--- src/rtl/pad_pkg.sv ---
package pad_pkg;

    typedef enum logic [1:0] {
        TGT_NONE = 2'd0,
        TGT_RAM  = 2'd1,
        TGT_IO   = 2'd2,
        TGT_PSW  = 2'd3
    } tgt_e;

    function automatic logic [7:0] pick_lane(input logic [15:0] w, input logic hi);
        return hi ? w[15:8] : w[7:0];
    endfunction

endpackage

--- src/rtl/pad_decode.sv ---
module pad_decode
    import pad_pkg::*;
#(
    parameter int unsigned ADDR_W    = 22,
    parameter int unsigned RAM_BYTES = 512,
    parameter int unsigned IO_W      = 18,
    parameter int unsigned IO_BASE   = 32'h3C0000,
    parameter int unsigned PSW_OFF   = 32'h3FFFE
) (
    input  logic [ADDR_W-1:0] addr,
    input  logic              acc_byte,
    output tgt_e              tgt,
    output logic              odd_err,
    output logic              nxm_err
);
    localparam logic [ADDR_W-1:0] RAM_END  = ADDR_W'(RAM_BYTES);
    localparam logic [ADDR_W-1:0] IO_START = ADDR_W'(IO_BASE);
    localparam logic [IO_W-1:0]   PSW_LOC  = IO_W'(PSW_OFF);

    logic in_io, in_ram, psw_hit;

    always_comb begin
        in_io   = (addr >= IO_START);
        in_ram  = (addr < RAM_END);
        psw_hit = in_io && (addr[IO_W-1:1] == PSW_LOC[IO_W-1:1]);
        odd_err = !acc_byte && addr[0];
        nxm_err = 1'b0;
        tgt     = TGT_NONE;
        if (odd_err) begin
            tgt = TGT_NONE;
        end else if (in_io) begin
            tgt = psw_hit ? TGT_PSW : TGT_IO;
        end else if (in_ram) begin
            tgt = TGT_RAM;
        end else begin
            nxm_err = 1'b1;
        end
    end

endmodule

--- src/rtl/pad_ram.sv ---
module pad_ram #(
    parameter int unsigned WORDS = 256,
    parameter int unsigned IDX_W = 8
) (
    input  logic             clk,
    input  logic             wr_en,
    input  logic             wr_byte,
    input  logic             wr_hi,
    input  logic [IDX_W-1:0] idx,
    input  logic [15:0]      wdata,
    output logic [15:0]      rdata
);
    for (genvar g = 0; g < 2; g++) begin : g_lane
        logic [7:0] mem [WORDS];
        logic       lane_we;
        logic [7:0] lane_d;

        assign lane_we = wr_en && (!wr_byte || (wr_hi == 1'(g)));
        assign lane_d  = wr_byte ? wdata[7:0] : wdata[8*g +: 8];

        always_ff @(posedge clk) begin
            if (lane_we) begin
                mem[idx] <= lane_d;
            end
        end

        assign rdata[8*g +: 8] = mem[idx];
    end

endmodule

--- src/rtl/pad_psw.sv ---
module pad_psw (
    input  logic        clk,
    input  logic        rst_n,
    input  logic        wr_en,
    input  logic        wr_byte,
    input  logic        wr_hi,
    input  logic [15:0] wdata,
    output logic [15:0] q
);
    always_ff @(posedge clk or negedge rst_n) begin
        if (!rst_n) begin
            q <= '0;
        end else if (wr_en) begin
            if (!wr_byte) begin
                q <= wdata;
            end else if (wr_hi) begin
                q[15:8] <= wdata[7:0];
            end else begin
                q[7:0] <= wdata[7:0];
            end
        end
    end

    // a word write lands whole
    p_psw_word_r7: assert property (@(posedge clk) disable iff (!rst_n)
        (wr_en && !wr_byte) |=> (q == $past(wdata)));

    // a high-byte write leaves the low byte alone
    p_psw_lane_r7: assert property (@(posedge clk) disable iff (!rst_n)
        (wr_en && wr_byte && wr_hi) |=> $stable(q[7:0]));

endmodule

--- src/rtl/paddr_router.sv ---
module paddr_router
    import pad_pkg::*;
#(
    parameter int unsigned RAM_BYTES = 512,
    parameter int unsigned ADDR_W    = 22,
    parameter int unsigned IO_W      = 18,
    parameter int unsigned IO_BASE   = 32'h3C0000,
    parameter int unsigned PSW_OFF   = 32'h3FFFE
) (
    input  logic              clk,
    input  logic              rst_n,
    input  logic              req,
    input  logic              we,
    input  logic              acc_byte,
    input  logic [ADDR_W-1:0] addr,
    input  logic [15:0]       wdata,
    output logic [15:0]       rdata,
    output logic              done,
    output logic              err_odd,
    output logic              err_nxm,
    output logic              err_tmo,
    output logic              io_req,
    output logic              io_we,
    output logic              io_byte,
    output logic [IO_W-1:0]   io_addr,
    output logic [15:0]       io_wdata,
    input  logic [15:0]       io_rdata,
    input  logic              io_ack
);
    localparam int unsigned       RAM_WORDS = RAM_BYTES / 2;
    localparam int unsigned       IDX_W     = $clog2(RAM_WORDS);
    localparam logic [ADDR_W-1:0] RAM_END   = ADDR_W'(RAM_BYTES);
    localparam logic [ADDR_W-1:0] IO_START  = ADDR_W'(IO_BASE);

    tgt_e        tgt;
    logic        dec_odd, dec_nxm;
    logic        any_err, ok, rd_ok;
    logic        ram_we, psw_we;
    logic [15:0] ram_rd, psw_q, word_rd;

    pad_decode #(
        .ADDR_W(ADDR_W), .RAM_BYTES(RAM_BYTES), .IO_W(IO_W),
        .IO_BASE(IO_BASE), .PSW_OFF(PSW_OFF)
    ) u_dec (
        .addr(addr), .acc_byte(acc_byte), .tgt(tgt),
        .odd_err(dec_odd), .nxm_err(dec_nxm)
    );

    pad_ram #(.WORDS(RAM_WORDS), .IDX_W(IDX_W)) u_ram (
        .clk(clk), .wr_en(ram_we), .wr_byte(acc_byte), .wr_hi(addr[0]),
        .idx(addr[IDX_W:1]), .wdata(wdata), .rdata(ram_rd)
    );

    pad_psw u_psw (
        .clk(clk), .rst_n(rst_n), .wr_en(psw_we), .wr_byte(acc_byte),
        .wr_hi(addr[0]), .wdata(wdata), .q(psw_q)
    );

    always_comb begin
        err_odd = req && dec_odd;
        err_nxm = req && dec_nxm;
        io_req  = req && (tgt == TGT_IO);
        err_tmo = io_req && !io_ack;
        any_err = err_odd || err_nxm || err_tmo;
        ok      = req && !any_err;
        rd_ok   = ok && !we;
        done    = ok;
        ram_we  = ok && we && (tgt == TGT_RAM);
        psw_we  = ok && we && (tgt == TGT_PSW);
        io_we   = io_req && io_ack && we;
        io_byte = acc_byte;
        io_addr = addr[IO_W-1:0];
        io_wdata = wdata;
    end

    always_comb begin
        unique case (tgt)
            TGT_RAM: word_rd = ram_rd;
            TGT_PSW: word_rd = psw_q;
            TGT_IO:  word_rd = io_rdata;
            default: word_rd = '0;
        endcase
        if (!rd_ok) begin
            rdata = '0;
        end else if (!acc_byte) begin
            rdata = word_rd;
        end else if (tgt == TGT_IO) begin
            rdata = {8'h00, io_rdata[7:0]};
        end else begin
            rdata = {8'h00, pick_lane(word_rd, addr[0])};
        end
    end

    // misaligned word access is refused and forwards nothing
    p_odd_block_r1: assert property (@(posedge clk) disable iff (!rst_n)
        (req && !acc_byte && addr[0]) |-> (err_odd && !io_req && !done));

    // the peripheral port is only used inside the window
    p_io_range_r2: assert property (@(posedge clk) disable iff (!rst_n)
        io_req |-> (addr >= IO_START));

    // the hole between RAM and the window is nonexistent
    p_nxm_hole_r4: assert property (@(posedge clk) disable iff (!rst_n)
        (req && (acc_byte || !addr[0]) && addr >= RAM_END && addr < IO_START) |-> err_nxm);

    // an unclaimed forward times out and commits no write
    p_tmo_r8: assert property (@(posedge clk) disable iff (!rst_n)
        (io_req && !io_ack) |-> (err_tmo && !io_we));

    // error flags are exclusive
    p_err_single_r9: assert property (@(posedge clk) disable iff (!rst_n)
        $onehot0({err_odd, err_nxm, err_tmo}));

    // an error silences data and commits
    p_err_quiet_r9: assert property (@(posedge clk) disable iff (!rst_n)
        (err_odd || err_nxm || err_tmo) |-> (!done && !io_we && rdata == 16'h0));

    // idle cycles are quiet
    p_idle_r10: assert property (@(posedge clk) disable iff (!rst_n)
        !req |-> (!done && !io_req && !io_we && !err_odd && !err_nxm && !err_tmo && rdata == 16'h0));

endmodule

--- config.mk ---
export PLATFORM = sky130hd
export DESIGN_NAME = paddr_router
export DESIGN_NICKNAME = d
export VERILOG_FILES = /design/src/rtl/pad_pkg.sv /design/src/rtl/pad_decode.sv /design/src/rtl/pad_ram.sv /design/src/rtl/pad_psw.sv /design/src/rtl/paddr_router.sv
export SDC_FILE = /design/constraint.sdc
export NUM_CORES = 2
export LEC_CHECK = 0
export BUFFER_PORTS_ARGS = -buffer_cell sky130_fd_sc_hd__buf_2
export CAP_MARGIN = 20
export CORE_MARGIN = 5
export CORE_UTILIZATION = 35
export CTS_BUF_LIST = sky130_fd_sc_hd__clkbuf_16
export DETAILED_ROUTE_END_ITERATION = 6
export GPL_TIMING_DRIVEN = 1
export PLACE_DENSITY = 0.53
export SLEW_MARGIN = 20
export SYNTH_ARGS = -nofsm -noshare
export SYNTH_HDL_FRONTEND = slang
export SYNTH_HIERARCHICAL = 1
export SYNTH_SLANG_ARGS = --single-unit
--- constraint.sdc ---
create_clock -name clk -period 3.55 [get_ports clk]
set_input_delay 0.1775 -clock clk [delete_from_list [all_inputs] [get_ports clk]]
set_output_delay 0.1775 -clock clk [all_outputs]
set_load 0.02 [all_outputs]
==> out/metrics.cfg <==
[status]
status = finished, violations left
violations = setup timing

[logic_synthesis]
yosysMostFrequentCell = edfxtp_1
synthTopCellsByCount = edfxtp_1, mux4_2, nor2_1, a22oi_1, clkbuf_1
synth_top_area_share_pct = 77.8
ys_seq_area_share_pct = 78.0
synthesis.nets = 7310
synth_flop_cell = edfxtp_1
syn_inst = 7250
yosys.area.top_type = edfxtp_1
ys_types = 42
netlist_area_um2 = 158000
synth_edf_count = 4096
ys_top_cells_by_area = edfxtp_1, mux4_2, a22oi_1
syn_avg_cell_area_um2 = 21.8
yosys_warnings = 6
ys_ff_latch = 4112
synthArstFlopShare_pct = 0.389

[run]
maxCapViolations = 0

[floorplan]
die_w_um = 682
die_area_um2 = 465000
num_rows = 246
core-area_um2 = 450000
start_util_pct = 35.2
chipHeight_um = 682
pin_count = 117

[clock_network]
root_buffer = clkbuf_16
path_clk_slew_ps = 70
cts.sinks = 4112
h-tree-depth = 5
worstSkewPairLatency_ps = 960
cts_tree = yes
cts_buffers = 406
clockBufferDepth = 4

[setup_path]
cp-start-kind = register
worst_path_largest_cell_delay_ps = 510
worstPathRequired_ps = 3370
path_class = reg2out
crit_path_start = u_ram/g_lane[0].mem[15][3]
arrival_ps = 4290
worstSetupEndpointType = output pin
cp_cell_sequence = mux4_2 > a22oi_2 > a21oi_1 > buf_4 > o41ai_4 > buf_4 > nand4_1 > mux2_4 > a211oi_2 > buf_4 > a211oi_4 > buf_6
path_buf_inv = 4
crit_slowest_cell = mux4_2
cpMostUsedCell = buf_4
path_max_fanout = 1
cpLargestDelayFamily = compound AO/OA/AOI/OAI gates
r2r_start = u_psw/q[11]

[layout]
areaGrowthSynthToFinish_pct = 22.0
fillers = 38400
seqCellArea_um2 = 123000
final_core_util_pct = 42.9
multi_input_area_um2 = 35200
drive_above_1_share_pct = 39.3
final_cells = 15000
nets = 8780

[sta]
finalHoldViolations = 0
slew_violations = 0
layout_setup_ws_ps = -917
post-route-min-period_ps = 4470
hold_ws_ps = 221
tightest_slew_ps = 1060
fmax_mhz = 224
skew_ps = 0
rsz0062_at_grt = true
setup_viol_count_final = 16
max_slew_margin_pct = 29.3
period_share_pct = 126

[place]
dp_slack_ps = -1470
port_buffers = 116
dpl.hpwl_mm = 279
gp_congestion = 0.855
place_inst = 14300

[route]
avgRoutedWirePerCell_um = 29.4
drt-pass1-iter-count = 5
totalWireLength_mm = 441
dr.first_iter.drc_count = 7731
vias = 80700
drtAntennaViolNets = 0
drc_errors = 0
avgViaCountPerCell = 5.37

[pwr]
p_total_uw = 102000
p_leak_uw = 0.0619
p_per_area_nw_per_um2 = 529
peakVddDrop_mv = 0.413

[global_route]
grt_usage_pct = 18.6
first_global_vias = 83800
grt_start_max_net_pins = 207
grt_pass1_wl_mm = 628
grt-ovfl-total = 0
antenna_found_initial = 22

[worst_hold_path]
hold_path_class = in2reg
min-delay-start = we

-- through the flow --
stage                TNS, ps  cell area [um^2]
global route          -10150            193000
global placement    -1199580            177000
CTS                    -9980            192000
detailed placement  -1261010            177000
finish                 -8720            193000
floorplan                  0            158000
-- flip-flops by register name, indices dropped and copies added, names as in the netlist --
name              cells
u_ram/g_lane.mem   4096
u_psw/q              16
-- where the power goes --
group	total [uW]	internal [uW]	switching [uW]	leakage, uW
clock	42500	24200	18300	0.00669
sequential	53600	53600	0.00120	0.0370
combinational	5980	2240	3740	0.0181
-- worst register-to-register path, delay by kind of cell, from the launching register on --
family	cells	cell delay [ps]
flip-flops	1	400
AO/OA/AOI/OAI	2	310
buffers and inverters	1	590
-- per-layer routing --
layer,GRT usage [%],wire [um],up-vias
met1,25.0,179000,43700
met2,31.1,220000,2735
met5,0,13,-
met4,6.38,15800,2
met3,2.85,26300,626
li1,-,-,33700
-- path summary, 6_finish.rpt --
kind                          endpoint  slack (ps)  cells after the start
setup / recovery              rdata[3]        -920                     12
hold / removal              u_psw/q[6]         220                      6
setup reg to reg           u_psw/q[11]        2150                      3
hold reg to reg             u_psw/q[5]         510                      1
max in group asynchronous   u_psw/q[7]        2960                      4
min in group asynchronous  u_psw/q[13]         390                      4
-- cell families (layout without fill, tap and decap cells) --
family	Yosys count	count (layout)	share of synthesized area, %
flip-flops	4112	4112	78.0
multiplexers	1058	1058	14.8
AO/OA/AOI/OAI	906	906	3.92
AND/OR/NAND/NOR	658	658	1.67
buffers and inverters	516	2314	1.55
other	0	22	0
-- placed cells by master (no fill, tap or decap), drive strengths merged, types with 34 or more instances in the layout --
cell    count
inv       100
mux2       34
clkinv    172
edfxtp   4096
clkbuf    413
a22oi     520
nand2      55
buf      1546
bufinv     43
mux4     1024
a21oi     272
nor2      537
o41ai      64
-- cell type report --
cell class	count	share of cell area (%)
Antenna cell	22	0.0285
Clock buffer	413	5.36
Clock inverter	323	1.43
Inverter	6	0.0117
Multi-Input combinational cell	2622	18.2
Sequential cell	4112	64.0
Tap cell	5952	3.86
Timing Repair Buffer	1572	7.14
-- timing repair --
| action | CTS | global route |
|---|---|---|
| endpoints found under the hold margin | 383 | 0 |
| endpoints found under the setup margin | 16 | 16 |
| resized for setup | 358 | 118 |
| pin swaps | 135 | 77 |
| hold buffers | 27 | 0 |
| setup buffers | 0 | 1 |
No activity file was read; power rests on OpenSTA's default activity.
